## config.mk

```make
export PLATFORM = sky130hd
export DESIGN_NAME = ssp_irq_ctrl
export DESIGN_NICKNAME = d
export VERILOG_FILES = /design/src/rtl/ssp_irq_pkg.sv /design/src/rtl/ssp_irq_rxtmo.sv /design/src/rtl/ssp_irq_status.sv /design/src/rtl/ssp_irq_regs.sv /design/src/rtl/ssp_irq_ctrl.sv
export SDC_FILE = /design/constraint.sdc
export NUM_CORES = 1
export LEC_CHECK = 0
export BUFFER_PORTS_ARGS = -buffer_cell sky130_fd_sc_hd__buf_2
export CORE_MARGIN = 1.5
export CORE_UTILIZATION = 49
export DETAILED_ROUTE_END_ITERATION = 10
export GPL_TIMING_DRIVEN = 0
export HOLD_SLACK_MARGIN = 0.12
export PLACE_DENSITY = 0.89
export SLEW_MARGIN = 20
export SYNTH_ARGS = -nofsm -noshare
export SYNTH_HDL_FRONTEND = slang
export SYNTH_HIERARCHICAL = 1
export SYNTH_SLANG_ARGS = --single-unit
```

## constraint.sdc

```tcl
create_clock -name clk -period 2.2 [get_ports clk]
set_input_delay 0.44 -clock clk [delete_from_list [all_inputs] [get_ports clk]]
set_output_delay 0.44 -clock clk [all_outputs]
set_load 0.05 [all_outputs]
```

## src/rtl/ssp_irq_pkg.sv

```systemverilog
package ssp_irq_pkg;
  localparam int NSRC = 7;

  typedef logic [NSRC-1:0] src_vec_t;

  // Bit positions of the sources in every status view
  typedef enum int {
    SRC_TXSVC = 0,
    SRC_RXSVC = 1,
    SRC_RXTMO = 2,
    SRC_RXOVF = 3,
    SRC_EOT   = 4,
    SRC_RXDMA = 5,
    SRC_TXDMA = 6
  } src_e;

  // First of the contiguous event-driven sticky sources and their count
  localparam int STK_BASE = 3;
  localparam int STK_NUM  = 4;

  localparam logic [1:0] ADR_MASK = 2'd0;
  localparam logic [1:0] ADR_RAW  = 2'd1;
  localparam logic [1:0] ADR_MSK  = 2'd2;
  localparam logic [1:0] ADR_CLR  = 2'd3;
endpackage

```

## src/rtl/ssp_irq_rxtmo.sv

```systemverilog
module ssp_irq_rxtmo #(
  parameter int LVL_W   = 4,
  parameter int PERIODS = 32
) (
  input  logic             clk,
  input  logic             rst_n,
  input  logic [LVL_W-1:0] rx_level,
  input  logic             rx_push,
  input  logic             tick,
  input  logic             clr_i,
  output logic             flag_o
);
  localparam int               CNT_W   = $clog2(PERIODS + 1);
  localparam logic [CNT_W-1:0] CNT_END = CNT_W'(PERIODS);
  localparam logic [CNT_W-1:0] CNT_LST = CNT_W'(PERIODS - 1);

  logic [CNT_W-1:0] cnt_q, cnt_d;
  logic             cnt_en;
  logic             flag_q, flag_d, flag_en;
  logic             rx_empty, restart, expire;

  assign rx_empty = (rx_level == '0);
  assign restart  = rx_empty | rx_push | clr_i;
  assign expire   = tick & ~restart & (cnt_q == CNT_LST);

  always_comb begin
    cnt_en = 1'b0;
    cnt_d  = cnt_q;
    if (restart) begin
      cnt_en = (cnt_q != '0);
      cnt_d  = '0;
    end else if (tick && (cnt_q != CNT_END)) begin
      cnt_en = 1'b1;
      cnt_d  = cnt_q + 1'b1;
    end
  end

  always_comb begin
    flag_en = 1'b0;
    flag_d  = flag_q;
    if (rx_empty || clr_i) begin
      flag_en = flag_q;
      flag_d  = 1'b0;
    end else if (expire) begin
      flag_en = 1'b1;
      flag_d  = 1'b1;
    end
  end

  always_ff @(posedge clk or negedge rst_n) begin
    if (!rst_n) begin
      cnt_q <= '0;
    end else if (cnt_en) begin
      cnt_q <= cnt_d;
    end
  end

  always_ff @(posedge clk or negedge rst_n) begin
    if (!rst_n) begin
      flag_q <= 1'b0;
    end else if (flag_en) begin
      flag_q <= flag_d;
    end
  end

  assign flag_o = flag_q;

  AST_TMO_CNT_BOUND: assert property (@(posedge clk) disable iff (!rst_n)
    cnt_q <= CNT_END);
  AST_TMO_PUSH_NOSET: assert property (@(posedge clk) disable iff (!rst_n)
    (rx_push && !flag_q) |=> !flag_q);
  AST_TMO_EMPTY_CLR: assert property (@(posedge clk) disable iff (!rst_n)
    (rx_level == '0) |=> (!flag_q && cnt_q == '0));
endmodule

```

## src/rtl/ssp_irq_status.sv

```systemverilog
module ssp_irq_status
  import ssp_irq_pkg::*;
#(
  parameter int FIFO_DEPTH = 8,
  parameter int LVL_W      = 4
) (
  input  logic             clk,
  input  logic             rst_n,
  input  logic [LVL_W-1:0] tx_level,
  input  logic [LVL_W-1:0] rx_level,
  input  logic             master_mode,
  input  logic             ovf_pulse,
  input  logic             eot_pulse,
  input  logic             rx_dma_done,
  input  logic             tx_dma_done,
  input  src_vec_t         clr_i,
  input  logic             tmo_i,
  output src_vec_t         raw_o
);
  localparam logic [LVL_W-1:0] HALF = LVL_W'(FIFO_DEPTH / 2);

  logic [STK_NUM-1:0] stk_set;
  logic [STK_NUM-1:0] stk_q;
  logic               tx_svc, rx_svc;

  // Event pulses in the order of their bit positions
  assign stk_set = {tx_dma_done, rx_dma_done, eot_pulse, ovf_pulse};

  assign tx_svc = (tx_level <= HALF);
  assign rx_svc = (rx_level >= HALF);

  for (genvar i = 0; i < STK_NUM; i++) begin : g_stk
    localparam int  IDX   = STK_BASE + i;
    localparam bit  IS_EOT = (IDX == SRC_EOT);
    logic stk_d, stk_en, kill;

    assign kill = IS_EOT ? ~master_mode : 1'b0;

    always_comb begin
      stk_en = 1'b0;
      stk_d  = stk_q[i];
      if (kill) begin
        stk_en = stk_q[i];
        stk_d  = 1'b0;
      end else if (stk_set[i]) begin
        stk_en = 1'b1;
        stk_d  = 1'b1;
      end else if (clr_i[IDX]) begin
        stk_en = stk_q[i];
        stk_d  = 1'b0;
      end
    end

    always_ff @(posedge clk or negedge rst_n) begin
      if (!rst_n) begin
        stk_q[i] <= 1'b0;
      end else if (stk_en) begin
        stk_q[i] <= stk_d;
      end
    end
  end

  always_comb begin
    raw_o            = '0;
    raw_o[SRC_TXSVC] = tx_svc;
    raw_o[SRC_RXSVC] = rx_svc;
    raw_o[SRC_RXTMO] = tmo_i;
    raw_o[NSRC-1:STK_BASE] = stk_q;
  end

  AST_OVF_SET_WINS: assert property (@(posedge clk) disable iff (!rst_n)
    ovf_pulse |=> raw_o[SRC_RXOVF]);
  AST_TXDMA_CLR: assert property (@(posedge clk) disable iff (!rst_n)
    (clr_i[SRC_TXDMA] && !tx_dma_done) |=> !raw_o[SRC_TXDMA]);
  AST_EOT_SLAVE_OFF: assert property (@(posedge clk) disable iff (!rst_n)
    !master_mode |=> !raw_o[SRC_EOT]);
endmodule

```

## src/rtl/ssp_irq_regs.sv

```systemverilog
module ssp_irq_regs
  import ssp_irq_pkg::*;
#(
  parameter int DATA_W = 8
) (
  input  logic              clk,
  input  logic              rst_n,
  input  logic [1:0]        bus_addr,
  input  logic              bus_wr,
  input  logic [DATA_W-1:0] bus_wdata,
  input  logic              bus_rd,
  input  src_vec_t          raw_i,
  output src_vec_t          mask_o,
  output src_vec_t          clr_o,
  output logic [DATA_W-1:0] rdata_o
);
  src_vec_t          mask_q, mask_d;
  logic              mask_en;
  logic [DATA_W-1:0] rd_sel;
  logic [DATA_W-1:0] rdata_q;

  assign mask_en = bus_wr & (bus_addr == ADR_MASK);
  assign mask_d  = bus_wdata[NSRC-1:0];
  assign clr_o   = (bus_wr && bus_addr == ADR_CLR) ? bus_wdata[NSRC-1:0] : '0;

  always_comb begin
    rd_sel = '0;
    case (bus_addr)
      ADR_MASK: rd_sel[NSRC-1:0] = mask_q;
      ADR_RAW:  rd_sel[NSRC-1:0] = raw_i;
      ADR_MSK:  rd_sel[NSRC-1:0] = raw_i & mask_q;
      default:  rd_sel = '0;
    endcase
  end

  always_ff @(posedge clk or negedge rst_n) begin
    if (!rst_n) begin
      mask_q <= '0;
    end else if (mask_en) begin
      mask_q <= mask_d;
    end
  end

  always_ff @(posedge clk or negedge rst_n) begin
    if (!rst_n) begin
      rdata_q <= '0;
    end else if (bus_rd) begin
      rdata_q <= rd_sel;
    end
  end

  assign mask_o  = mask_q;
  assign rdata_o = rdata_q;

  AST_MASK_HOLD: assert property (@(posedge clk) disable iff (!rst_n)
    !(bus_wr && bus_addr == ADR_MASK) |=> $stable(mask_q));
  AST_CLR_READS_ZERO: assert property (@(posedge clk) disable iff (!rst_n)
    (bus_rd && bus_addr == ADR_CLR) |=> (rdata_q == '0));
  AST_RDATA_HOLD: assert property (@(posedge clk) disable iff (!rst_n)
    !bus_rd |=> $stable(rdata_q));
endmodule

```

## src/rtl/ssp_irq_ctrl.sv

```systemverilog
module ssp_irq_ctrl
  import ssp_irq_pkg::*;
#(
  parameter int FIFO_DEPTH  = 8,
  parameter int LVL_W       = $clog2(FIFO_DEPTH + 1),
  parameter int TMO_PERIODS = 32,
  parameter int DATA_W      = 8
) (
  input  logic              clk,
  input  logic              rst_n,
  input  logic [LVL_W-1:0]  tx_level,
  input  logic [LVL_W-1:0]  rx_level,
  input  logic              rx_push,
  input  logic              tmo_tick,
  input  logic              master_mode,
  input  logic              ovf_pulse,
  input  logic              eot_pulse,
  input  logic              rx_dma_done,
  input  logic              tx_dma_done,
  input  logic [1:0]        bus_addr,
  input  logic              bus_wr,
  input  logic [DATA_W-1:0] bus_wdata,
  input  logic              bus_rd,
  output logic [DATA_W-1:0] bus_rdata,
  output logic [6:0]        raw_o,
  output logic [6:0]        irq_src_o,
  output logic              irq_o
);
  src_vec_t raw, mask, clr;
  logic     tmo_flag;

  ssp_irq_regs #(.DATA_W(DATA_W)) u_regs (
    .clk      (clk),
    .rst_n    (rst_n),
    .bus_addr (bus_addr),
    .bus_wr   (bus_wr),
    .bus_wdata(bus_wdata),
    .bus_rd   (bus_rd),
    .raw_i    (raw),
    .mask_o   (mask),
    .clr_o    (clr),
    .rdata_o  (bus_rdata)
  );

  ssp_irq_rxtmo #(.LVL_W(LVL_W), .PERIODS(TMO_PERIODS)) u_rxtmo (
    .clk     (clk),
    .rst_n   (rst_n),
    .rx_level(rx_level),
    .rx_push (rx_push),
    .tick    (tmo_tick),
    .clr_i   (clr[SRC_RXTMO]),
    .flag_o  (tmo_flag)
  );

  ssp_irq_status #(.FIFO_DEPTH(FIFO_DEPTH), .LVL_W(LVL_W)) u_status (
    .clk        (clk),
    .rst_n      (rst_n),
    .tx_level   (tx_level),
    .rx_level   (rx_level),
    .master_mode(master_mode),
    .ovf_pulse  (ovf_pulse),
    .eot_pulse  (eot_pulse),
    .rx_dma_done(rx_dma_done),
    .tx_dma_done(tx_dma_done),
    .clr_i      (clr),
    .tmo_i      (tmo_flag),
    .raw_o      (raw)
  );

  assign raw_o     = raw;
  assign irq_src_o = raw & mask;
  assign irq_o     = |irq_src_o;

  AST_IRQ_MASKED_OFF: assert property (@(posedge clk) disable iff (!rst_n)
    (mask == '0) |-> !irq_o);
  AST_SRC_NEEDS_RAW: assert property (@(posedge clk) disable iff (!rst_n)
    ((irq_src_o & ~raw_o) == '0));
endmodule

```

==> flow_summary_export.csv <==
group,metric,value,unit
clock_network,clockBufferDepth,2,
die,core,0.00276,sq mm
cells_and_area,nets,218,
die,die_h,56.9,microns
run_status,violations,"setup timing",
route,antenna_left,0,
die,fp-row-count,19,
logic_synthesis,synth_area_per_cell,10.9,sq um
route,routed_wl,3200,microns
cells_and_area,area_delta_synth_final,24.7,%
worst_setup_path,cp-end-kind,"output port",
power,ir_drop,0.623,mV
cells_and_area,drive_above_1_share,42.5,%
worst_setup_path,worst_setup_path_start_kind,"flop",
worst_setup_path,cp.required,1.76,ns
run,cap_violations,0,
global_routing,grt.overflow.total,0,
power,leakagePower,0.841,nW
route,wire_per_inst,14.7,microns
worst_hold_path,hold_path_class,"in2reg",
route,drt_iter0_drc,48,
logic_synthesis,syn-cell-area,0.00142,sq mm
cells_and_area,antennaDiodeCount,0,
sta,rsz0062_at_grt,"true",
global_routing,antenna_found_initial,0,
worst_setup_path,path_max_fanout,2,
place,io_buffers,47,
die,initial_core_util,51.5,%
route,drc_errors,0,
cells_and_area,multiInputGateArea,714,sq um
worst_setup_path,criticalPathCategory,"reg2out",
place,dp_cells,209,
logic_synthesis,synth_nets,162,
clock_network,root_buffer,"clkbuf_4",
sta,fin_ws,-0.0880,ns
sta,slew_violations,0,
cells_and_area,final_common_cell,"buf_2",
clock_network,tritoncts,"yes",
power,power_density,734,mW/mm^2
clock_network,cts.clk_slew.worst_paths,0.14,ns
global_routing,grt_pass1_wl,5310,microns
clock_network,htree_num_levels,1,
run_status,status,"complete, but fails checks",
clock_network,cts_inserted_buffers,3,
cells_and_area,layout_common_cells,"buf_2 (46), dfrtp_1 (24), and2_1 (10)",
place,gp_congestion,0.850,
worst_setup_path,cp_data_arrival_time,1.85,ns
power,power,1.30,mW
sta,slew_headroom,62.7,%
clock_network,cts.sinks,25,
logic_synthesis,synth_warnings,6,
die,dieArea,0.00323,sq mm
logic_synthesis,synth_cells,131,
place,pre_cts_ws,-0.000121,ns
cells_and_area,seqCellArea,627,sq um
route,drtPass1Iterations,4,
sta,final_hold_viol_count,0,
sta,worstMarginPinSlew,0.559,ns
place,dp_hpwl,2400,microns
global_routing,grt_max_degree,26,
global_routing,grt_pass1_vias,1256,
sta,fin_tns_setup,-0.0880,ns
sta,min_period,2.29,ns
route,vias,1193,
cells_and_area,fillerInstances,231,
cells_and_area,layoutNonFillerInstCount,217,
sta,finalSetupViolCount,1,
route,avgViaCountPerCell,5.50,
die,ios,52,
sta,fin_crit_sh,104,%
sta,max_freq,0.437,GHz
global_routing,grt.total_usage,20.9,%
clock_network,worst_skew_pair.late_latency,0.31,ns
sta,clock_skew,0.000475,ns
die,die_w,56.9,microns
final cells by class:
type	instances	area share, %
Clock inverter	1	0.282
Sequential cell	25	35.4
Buffer	8	3.46
Timing Repair Buffer	52	16.1
Tap cell	31	2.19
Clock buffer	3	1.27
Inverter	5	1.06
Multi-Input combinational cell	92	40.3
repair_timing:
item,CTS,global route
pin swaps,1,0
hold buffers,1,0
hold endpoints to repair,25,0
resized for setup,4,0
setup buffers,4,0
gates cloned,0,0
setup endpoints to repair,1,1
power breakdown:
| part | switching (mW) | internal, mW | leakage [nW] |
|---|---|---|---|
| registers | 0.0680 | 0.522 | 0.300 |
| logic | 0.307 | 0.199 | 0.523 |
| clock network | 0.138 | 0.0679 | 0.0177 |
sequential cells by signal, indices dropped and copies added (netlist names):
register / count
u_rxtmo/flag_o: 1
u_regs/rdata_o: 7
u_regs/mask_o: 7
u_status/raw_o: 4
u_rxtmo/cnt_q: 6
per-stage QoR:
step | utilization (%) | hold WS (ns) | instance area, sq um
2_1_floorplan | - | 0.144 | 1430
4_1_cts | 64.3 | 0.286 | 1770
6_report | 64.3 | 0.291 | 1770
5_1_grt | 64.3 | 0.289 | 1770
3_3_place_gp | 61.7 | 0.452 | 1700
3_5_place_dp | 61.7 | 0.463 | 1700
worst max-delay path: stages (launching register included):
cell and delay (ns):
dfrtp_2 0.45, a222oi_1 0.40, or4b_4 0.52, buf_8 0.17
metal layers:
metal	wire length (microns)	global-route usage, %	vias up
met3	237	3.46	6
met2	1670	37.2	52
met4	51	8.64	0
li1	-	-	576
met5	0	0	-
met1	1240	24.9	559
final timing paths:
check | slack, ns | to | depth (start not counted) | from
worst max-delay path | -0.09 | irq_o | 3 | u_status/raw_o[6]
worst min-delay path | 0.29 | u_status/raw_o[5] | 2 | rx_dma_done
worst max register to register | 0.65 | u_rxtmo/cnt_q[1] | 6 | u_rxtmo/cnt_q[0]
worst min register to register | 0.49 | u_regs/rdata_o[1] | 1 | u_regs/rdata_o[1]
max in group asynchronous | 1.18 | u_status/raw_o[6] | 2 | rst_n
min in group asynchronous | 0.63 | u_regs/rdata_o[3] | 2 | rst_n
Power figures use the tool's default switching activity.
